[config.mk]
export PLATFORM = sky130hd
export DESIGN_NAME = isolink_wdog
export DESIGN_NICKNAME = d
export VERILOG_FILES = /design/src/rtl/isolink_pkg.sv /design/src/rtl/isolink_tx.sv /design/src/rtl/isolink_rx_dp.sv /design/src/rtl/isolink_rx_ctl.sv /design/src/rtl/isolink_wdog.sv
export SDC_FILE = /design/constraint.sdc
export NUM_CORES = 1
export LEC_CHECK = 0
export BUFFER_PORTS_ARGS = -buffer_cell sky130_fd_sc_hd__buf_2
export CAP_MARGIN = 10
export CORE_ASPECT_RATIO = 1.25
export CORE_MARGIN = 3
export CORE_UTILIZATION = 55
export DETAILED_ROUTE_END_ITERATION = 10
export HOLD_SLACK_MARGIN = 0.02
export PLACE_DENSITY = 0.73
export SYNTH_ARGS = -nofsm -noshare
export SYNTH_HDL_FRONTEND = slang
export SYNTH_SLANG_ARGS = --single-unit
[constraint.sdc]
create_clock -name clk -period 4.14 [get_ports clk]
set_input_delay 0.621 -clock clk [delete_from_list [all_inputs] [get_ports clk]]
set_output_delay 0.621 -clock clk [all_outputs]
set_load 0.02 [all_outputs]
[src/rtl/isolink_pkg.sv]
package isolink_pkg;

  // Symbol framing shared by transmitter and receiver.
  localparam int SYM_LEN = 4;
  localparam int PAY_W   = SYM_LEN - 1;

  // Wide single pulse means on, two narrow pulses mean off.
  localparam logic [SYM_LEN-1:0] SYM_ON  = 4'b1111;
  localparam logic [SYM_LEN-1:0] SYM_OFF = 4'b1010;

  // Strobes from the receive datapath to the receive control.
  typedef struct packed {
    logic onSym;
    logic offSym;
    logic lost;
  } rx_strobe_t;

  typedef enum logic [1:0] {
    LINK_RUN     = 2'd0,
    LINK_LOST    = 2'd1,
    LINK_RECOVER = 2'd2
  } link_state_t;

endpackage

[src/rtl/isolink_tx.sv]
module isolink_tx
  import isolink_pkg::*;
#(
  parameter int REFRESH_CYC = 125
) (
  input  logic clk,
  input  logic rstN,
  input  logic gateCmd,
  output logic linkTx
);

  localparam int RW = $clog2(REFRESH_CYC + 1);
  localparam int CW = $clog2(SYM_LEN + 1);
  localparam logic [RW-1:0] REF_LAST = RW'(REFRESH_CYC - 1);

  logic [SYM_LEN-1:0] shReg;
  logic [CW-1:0]      bitCnt;
  logic               sentState;
  logic [RW-1:0]      refCnt;
  logic               canLoad;
  logic               refDue;
  logic               load;

  // A new frame may begin only while the last bit of the previous one is out,
  // so frames are never cut short and the receiver never loses framing.
  assign canLoad = (bitCnt <= CW'(1));
  assign refDue  = (refCnt >= REF_LAST);
  // The current command is always what gets loaded, so an off request
  // rides on the first free frame slot instead of the refresh timer.
  assign load    = canLoad && ((gateCmd != sentState) || refDue);

  always_ff @(posedge clk or negedge rstN) begin
    if (!rstN) begin
      shReg     <= '0;
      bitCnt    <= '0;
      sentState <= 1'b0;
      refCnt    <= REF_LAST;   // first frame right after reset
    end else if (load) begin
      shReg     <= gateCmd ? SYM_ON : SYM_OFF;
      bitCnt    <= CW'(SYM_LEN);
      sentState <= gateCmd;
      refCnt    <= '0;
    end else begin
      if (bitCnt != '0) begin
        shReg  <= {shReg[SYM_LEN-2:0], 1'b0};
        bitCnt <= bitCnt - 1'b1;
      end
      if (!refDue) begin
        refCnt <= refCnt + 1'b1;
      end
    end
  end

  assign linkTx = (bitCnt != '0) && shReg[SYM_LEN-1];

endmodule

[src/rtl/isolink_rx_dp.sv]
module isolink_rx_dp
  import isolink_pkg::*;
#(
  parameter int TIMEOUT_CYC = 500
) (
  input  logic       clk,
  input  logic       rstN,
  input  logic       linkRx,
  output rx_strobe_t rxStb
);

  localparam int QW = $clog2(TIMEOUT_CYC + 1);
  localparam int CW = $clog2(PAY_W + 1);
  localparam logic [QW-1:0] Q_LAST  = QW'(TIMEOUT_CYC - 1);
  localparam logic [PAY_W-1:0] ON_PAY  = SYM_ON[PAY_W-1:0];
  localparam logic [PAY_W-1:0] OFF_PAY = SYM_OFF[PAY_W-1:0];

  logic             rxQ;
  logic [CW-1:0]    remain;
  logic [PAY_W-1:0] pay;
  logic             doneQ;
  logic [QW-1:0]    quietCnt;
  logic             anyValid;

  // Framer: a 1 seen while hunting is a start bit; the next PAY_W bits
  // form the payload, which is decoded the cycle after it is complete.
  always_ff @(posedge clk or negedge rstN) begin
    if (!rstN) begin
      rxQ    <= 1'b0;
      remain <= '0;
      pay    <= '0;
      doneQ  <= 1'b0;
    end else begin
      rxQ   <= linkRx;
      doneQ <= 1'b0;
      if (remain == '0) begin
        if (rxQ) begin
          remain <= CW'(PAY_W);
        end
      end else begin
        pay    <= {pay[PAY_W-2:0], rxQ};
        remain <= remain - 1'b1;
        if (remain == CW'(1)) begin
          doneQ <= 1'b1;
        end
      end
    end
  end

  always_comb begin
    rxStb.onSym  = doneQ && (pay == ON_PAY);
    rxStb.offSym = doneQ && (pay == OFF_PAY);
    anyValid     = rxStb.onSym || rxStb.offSym;
    rxStb.lost   = !anyValid && (quietCnt == Q_LAST);
  end

  // Link-loss timer: only a decoded valid symbol restarts it.
  always_ff @(posedge clk or negedge rstN) begin
    if (!rstN) begin
      quietCnt <= '0;
    end else if (anyValid || (quietCnt == Q_LAST)) begin
      quietCnt <= '0;
    end else begin
      quietCnt <= quietCnt + 1'b1;
    end
  end

endmodule

[src/rtl/isolink_rx_ctl.sv]
module isolink_rx_ctl
  import isolink_pkg::*;
(
  input  logic       clk,
  input  logic       rstN,
  input  rx_strobe_t rxStb,
  output logic       gateOut,
  output logic       ready
);

  link_state_t state;

  always_ff @(posedge clk or negedge rstN) begin
    if (!rstN) begin
      state   <= LINK_RUN;
      gateOut <= 1'b0;
      ready   <= 1'b1;
    end else begin
      unique case (state)
        LINK_RUN: begin
          if (rxStb.lost) begin
            gateOut <= 1'b0;
            ready   <= 1'b0;
            state   <= LINK_LOST;
          end else if (rxStb.offSym) begin
            gateOut <= 1'b0;
          end else if (rxStb.onSym) begin
            gateOut <= 1'b1;
          end
        end
        LINK_LOST: begin
          gateOut <= 1'b0;
          if (rxStb.onSym || rxStb.offSym) begin
            state <= LINK_RECOVER;
          end
        end
        LINK_RECOVER: begin
          if (rxStb.lost) begin
            state <= LINK_LOST;
          end else if (rxStb.onSym) begin
            gateOut <= 1'b1;
            ready   <= 1'b1;
            state   <= LINK_RUN;
          end
        end
        default: begin
          gateOut <= 1'b0;
          ready   <= 1'b0;
          state   <= LINK_LOST;
        end
      endcase
    end
  end

endmodule

[src/rtl/isolink_wdog.sv]
module isolink_wdog
  import isolink_pkg::*;
#(
  parameter int REFRESH_CYC       = 125,
  parameter int TIMEOUT_REFRESHES = 4
) (
  input  logic clk,
  input  logic rstN,
  input  logic gateCmd,
  output logic linkTx,
  input  logic linkRx,
  output logic gateOut,
  output logic ready
);

  localparam int TIMEOUT_CYC = REFRESH_CYC * TIMEOUT_REFRESHES;

  rx_strobe_t rxStb;

  isolink_tx #(.REFRESH_CYC(REFRESH_CYC)) u_tx (
    .clk     (clk),
    .rstN    (rstN),
    .gateCmd (gateCmd),
    .linkTx  (linkTx)
  );

  isolink_rx_dp #(.TIMEOUT_CYC(TIMEOUT_CYC)) u_rxDp (
    .clk    (clk),
    .rstN   (rstN),
    .linkRx (linkRx),
    .rxStb  (rxStb)
  );

  isolink_rx_ctl u_rxCtl (
    .clk     (clk),
    .rstN    (rstN),
    .rxStb   (rxStb),
    .gateOut (gateOut),
    .ready   (ready)
  );

endmodule

==> results of run 1 <==
area by class of cell:
cell class | count | area (um2) | share of cell area (%)
clock buffer | 8 | 68.8 | 3.70
timing repair buffer | 6 | 30.0 | 1.62
sequential | 35 | 883 | 47.5
tap | 36 | 45.0 | 2.42
inverter | 9 | 33.8 | 1.82
multi-input combinational | 111 | 798 | 42.9
logic make-up after synthesis:
kind of cell               count (synthesis)
buffers and inverters                     14
AOI/OAI and AO/OA                         21
xor gates and xnor gates                  15
DFF                                       35
and+or+nand+nor                           59
adders and majority gates                  8
muxes                                      8
worst max-delay path, stage by stage, from the launching register on:
cell      delay, ps
dfrtp_1         410
inv_1            90
ha_1            220
nand2b_1        260
and2_1          180
buf_2           160
sequential cells by signal (all words and copies together) (netlist names):
name	count
u_rxCtl.state	2
u_tx.sentState	1
u_rxCtl.gateOut	1
u_rxDp.pay	3
u_rxDp.quietCnt	9
u_rxDp.remain	2
u_tx.bitCnt	3
u_rxCtl.ready	1
u_rxDp.doneQ	1
u_tx.shReg	4
u_tx.refCnt	7
u_rxDp.rxQ	1
synth_stat cells, drive strengths merged (2+ instances only):
library cell / n
dfrtp: 29
nor2: 27
xnor2: 13
inv: 9
ha: 8
nand2: 8
a21oi: 7
mux2: 7
nand3: 7
dfstp: 6
and3: 4
buf: 3
nand2b: 3
a211o: 2
clkbuf: 2
nand4: 2
o21ai: 2
o31a: 2
xor2: 2
layer usage:
| metal | share of wire, % | track usage (%) | routed length, um |
|---|---|---|---|
| met2 | 52 | 27.4 | 1430 |
| met5 | 0 | 0 | 0 |
| met1 | 43 | 17.6 | 1170 |
| met3 | 2.6 | 3.56 | 72 |
| met4 | 2.1 | 6.33 | 56 |
worst min path at each step:
stage,to,depth (start not counted),slack [ps],startpoint
5_1_grt,u_rxDp.quietCnt[8]$_DFF_PN0_,1,380,rstN
4_1_cts,u_rxDp.quietCnt[8]$_DFF_PN0_,1,360,rstN
3_5_place_dp,u_rxDp.quietCnt[0]$_DFF_PN0_,1,460,u_rxDp.quietCnt[0]$_DFF_PN0_
2_1_floorplan,u_rxCtl.gateOut$_DFFE_PN0P_,0,330,rstN
6_report,u_rxDp.quietCnt[8]$_DFF_PN0_,1,350,rstN
3_3_place_gp,u_rxDp.quietCnt[0]$_DFF_PN0_,1,440,u_rxDp.quietCnt[0]$_DFF_PN0_
power groups by stage:
stage | Clock [uW] | Sequential, uW | Combinational (uW)
after floorplan | 0 | 591 | 400
after global placement | 0 | 614 | 432
after detailed placement | 0 | 625 | 464
after CTS | 214 | 620 | 465
after global routing | 222 | 641 | 524
final | 204 | 622 | 454
stage by stage:
stage	cells	hold slack (ps)	cell area [um2]
after floorplan	160	325	1750
after global placement	197	441	1790
after detailed placement	197	459	1790
after CTS	205	362	1860
after global routing	205	379	1860
final	205	346	1860
==> results_dict.tcl, run 1 <==
set metrics [dict create \
    drive_gt1_share_pct 20.7 \
    postRouteAntennaNets 0 \
    ys_ff_latch 35 \
    cp.arrival_ps 1640 \
    critPathMaxFanout 10 \
    drt_first_iter_violations 12 \
    grt.overflow.total 0 \
    relSlewSlack_pct 50.7 \
    start_kind "flop" \
    synthSimpleGateAreaFrac_pct 18.0 \
    synthAdderAreaFrac_pct 5.72 \
    grt_pass1_wl_um 4800 \
    p_sw_uw 474 \
    ys_seq_area_share_pct 50.5 \
    grt_pass1_vias 1155 \
    startpoint "u_tx.bitCnt[0]$_DFFE_PN0P_" \
    regToRegEndpoint "u_tx.shReg[2]$_DFFE_PN0P_" \
    layout_common_cells "dfrtp_1 (29), nor2_1 (27), xnor2_1 (13)" \
    grt_max_degree 36 \
    clock_skew_ps 5.66 \
    r2r_slack_ps 2370 \
    postSynthCellCount 160 \
    worstHoldPathType "in2async" \
    swShare_pct 37.0 \
    drv_cap 0 \
    num-fill-cells 257 \
    synth_cell_types 44 \
    synth_warnings 0 \
    yosys-top-cells-area "dfrtp_1 (41%), dfstp_2 (9.0%), xnor2_1 (6.5%), nor2_1 (5.8%), ha_1 (5.7%)" \
    end_kind "output pin" \
    dr_total_vias 1138 \
    rr_startpoint "u_tx.refCnt[2]$_DFFE_PN1P_" \
    slew_viol_final 0 \
    synthMuxAreaShare_pct 5.08 \
    antenna_found_initial 0 \
    syn_avg_cell_area_um2 10.9 \
    initial_core_util_pct 58.3 \
    fin_tns_setup_ps 0 \
    io_pins 7 \
    cts_setup_buffers 0 \
    wirelength_um 2720 \
    power_uw 1280 \
    holdBufCountCts 0 \
    clk_latency_ps 320 \
    syn_nets 172 \
    max_slew.worst_pin.slew_ps 740 \
    p_int_uw 806 \
    cts-resized-gates 0 \
    rsz0062_at_grt "false" \
    antennaDiodeCount 0 \
    coreArea_um2 3000 \
    die_h_um 69.1 \
    wl_per_cell_um 13.3 \
    track_usage_pct 15.5 \
    syn_to_final_growth_pct 6.29 \
    fin_util_pct 62.0 \
    synth.largest_area_cell "dfrtp_1" \
    netlist_area_um2 1750 \
    clock-root-buffer "clkbuf_4" \
    cp.required_ps 3520 \
    pwr-share-clk_pct 15.9 \
    critPathKind "reg2out" \
    std_cell_rows 22 \
    die_area_um2 3900 \
    io_buffers 6 \
    pwr-share-seq_pct 48.6 \
    firstDrtPassIters 4 \
    cts_buffers 5 \
    hold_viol_final 0 \
    synth_xor_area_share_pct 7.51 \
    fp.dieW_um 56.4 \
    critPathCapture "linkTx" \
    dp_hpwl_um 1980 \
    viasPerCell 5.55 \
    dp_worst_setup_slack_ps 2220 \
    clock-sinks 35 \
    power.leakage_uw 0.000874 \
    async_flop_share_pct 100 \
    cts.reportedPaths.clkPinSlew_ps 100 \
    fin_crit_ps 2260 \
    power_frac_comb_pct 35.5 \
    clockBufferDepth 2 \
    synth_compound_area_share_pct 9.37 \
    htreeDepth 2 \
    fin_ws_ps 1880 \
    drcViolationCount 0 \
    synth_top_family_by_area "simple AND/OR/NAND/NOR gates" \
    nets 180 \
    yosysTopAreaCellShare_pct 41.5 \
    final_common_cell "dfrtp_1" \
    status "finished clean" \
    synth_edf_count 0 \
    synth-main-ff-cell "dfrtp_1" \
    setup_violations 0 \
    cts_tree "done" \
    gp_congestion 0.788 \
    p_per_area_nw_per_um2 688 \
    fmax_mhz 442 \
    timing.final.crit_share_pct 54.6 \
    r2r_cells 4 \
    ir_drop_uv 395 \
]
Power figures use the tool's default switching activity.
==> run 2: changes to the inputs <==
- clock period: 4.14 -> 2.3 ns (I/O delays scaled with it)
==> results_dict.tcl, run 2 (synthesized netlist as in run 1, its figures left out) <==
set metrics [dict create \
    p_int_uw 1390 \
    drt_first_iter_violations 38 \
    nets 180 \
    holdBufCountCts 0 \
    wirelength_um 2700 \
    hold_viol_final 0 \
    slew_viol_final 0 \
    layout_common_cells "dfrtp_1 (29), nor2_1 (27), xnor2_1 (13)" \
    cp.required_ps 1960 \
    grt_use_met3_pct 5.81 \
    crit_family "simple AND/OR/NAND/NOR gates" \
    met2_usage_pct 26.9 \
    swShare_pct 37.9 \
    fp.dieW_um 56.4 \
    initial_core_util_pct 58.3 \
    worstHoldPathType "in2async" \
    track_usage_pct 16.0 \
    viasPerCell 5.57 \
    antenna_found_initial 0 \
    cts_setup_buffers 0 \
    pwr-share-seq_pct 49.8 \
    dp_cells 197 \
    drcViolationCount 0 \
    seqCellArea_um2 883 \
    cts.reportedPaths.clkPinSlew_ps 110 \
    dr_total_vias 1141 \
    rsz0062_at_grt "false" \
    critPathBufInv 2 \
    relSlewSlack_pct 49.6 \
    wl_per_cell_um 13.2 \
    coreArea_um2 3000 \
    power.leakage_uw 0.000865 \
    fmax_mhz 507 \
    clock-sinks 35 \
    start_kind "flop" \
    num-fill-cells 246 \
    clockBufferDepth 2 \
    dp_worst_setup_slack_ps 564 \
    grt_max_degree 36 \
    slowest_stage "dfrtp_1" \
    timing.final.crit_share_pct 85.8 \
    multi_input_area_um2 798 \
    fin_ws_ps 326 \
    syn_to_final_growth_pct 5.22 \
    largest-register "u_rxDp.quietCnt" \
    die_area_um2 3900 \
    largestRegisters "u_rxDp.quietCnt x9, u_tx.refCnt x7, u_tx.shReg x4" \
    fin_tns_setup_ps 0 \
    critPathMaxFanout 10 \
    grt-busiest-layer "met2" \
    cts-resized-gates 0 \
    drv_cap 0 \
    clock_skew_ps 11.9 \
    critPathKind "reg2out" \
    dp_hpwl_um 1920 \
    end_kind "output pin" \
    die_h_um 69.1 \
    htreeDepth 2 \
    grt_pass1_wl_um 4910 \
    postRouteAntennaNets 0 \
    status "finished clean" \
    drive_gt1_share_pct 20.1 \
    std_cell_rows 22 \
    cts_buffers 5 \
    p_sw_uw 849 \
    firstDrtPassIters 4 \
    grt_pass1_vias 1177 \
    clk_latency_ps 340 \
    final_common_cell "dfrtp_1" \
    ir_drop_uv 783 \
    gp_congestion 0.832 \
    power_frac_comb_pct 36.4 \
    max_slew.worst_pin.slew_ps 757 \
    finalNonFillerCells 205 \
    io_buffers 6 \
    grt.overflow.total 0 \
    crit_chain "inv_1 > ha_1 > nand2b_1 > and2_1 > buf_2" \
    cpPeakStageDelay_ps 410 \
    antennaDiodeCount 0 \
    io_pins 7 \
    setup_violations 0 \
    cp.arrival_ps 1630 \
    fin_crit_ps 1970 \
    largest_register_ffs 9 \
    grt_use_met1_pct 17.5 \
    cts_tree "done" \
    clock-root-buffer "clkbuf_4" \
    p_per_area_nw_per_um2 1220 \
    pwr-share-clk_pct 13.8 \
]
## run 2: cell types whose count changed in the layout (fill, tap and decap cells not counted), sizes merged
| cell | before | now |
|---|---|---|
| clkinv | 0 | 1 |
| clkbuf | 8 | 7 |
## run 2: routing by layer
layer	part of all wire, %	up-vias
met1	44	565
met5	0	-
met3	3.0	6
met2	51	10
met4	2.4	0
li1	-	560
## run 2: worst reg2reg max path: cells and delay by family (launching register included)
kind / cells / cell delay [ps]
DFF: 1 / 570
muxes: 1 / 380
and+or+nand+nor: 2 / 350
AOI/OAI and AO/OA: 1 / 340
## run 2: final timing paths
check                                        startpoint                            to  slack [ps]  cells past startpoint
setup reg to reg             u_tx.refCnt[5]$_DFFE_PN1P_     u_tx.shReg[2]$_DFFE_PN0P_         560                      4
setup / recovery             u_tx.bitCnt[0]$_DFFE_PN0P_                        linkTx         330                      5
max in group asynchronous                          rstN     u_tx.shReg[0]$_DFFE_PN0P_        1750                      1
min in group clk                                 linkRx          u_rxDp.rxQ$_DFF_PN0_         110                      1
hold reg to reg            u_rxDp.quietCnt[0]$_DFF_PN0_  u_rxDp.quietCnt[0]$_DFF_PN0_         470                      1
hold / removal                                     rstN  u_rxDp.quietCnt[8]$_DFF_PN0_          60                      1
## run 2: cell type report
cell class | count | area share (%)
Sequential cell | 35 | 48.0
Multi-Input combinational cell | 111 | 43.4
Clock buffer | 7 | 2.45
Tap cell | 36 | 2.45
Inverter | 9 | 1.84
Timing Repair Buffer | 6 | 1.63
Clock inverter | 1 | 0.272
## run 2: metrics by stage
stage | power, uW | area, um2 | hold WS [ps] | utilization (%)
CTS | 2270 | 1840 | 83.2 | 61.3
detailed placement | 1950 | 1790 | 454 | 59.7
global placement | 1890 | 1790 | 436 | 59.7
global route | 2440 | 1840 | 84.9 | 61.3
finish | 2240 | 1840 | 64.1 | 61.3
floorplan | 1780 | 1750 | 49.4 | -
## run 2: power groups by stage
stage	sequential (uW)	clock (uW)	combinational, uW
detailed placement	1130	0	826
global placement	1100	0	786
floorplan	1060	0	719
global route	1160	355	928
finish	1110	308	816
CTS	1110	327	833
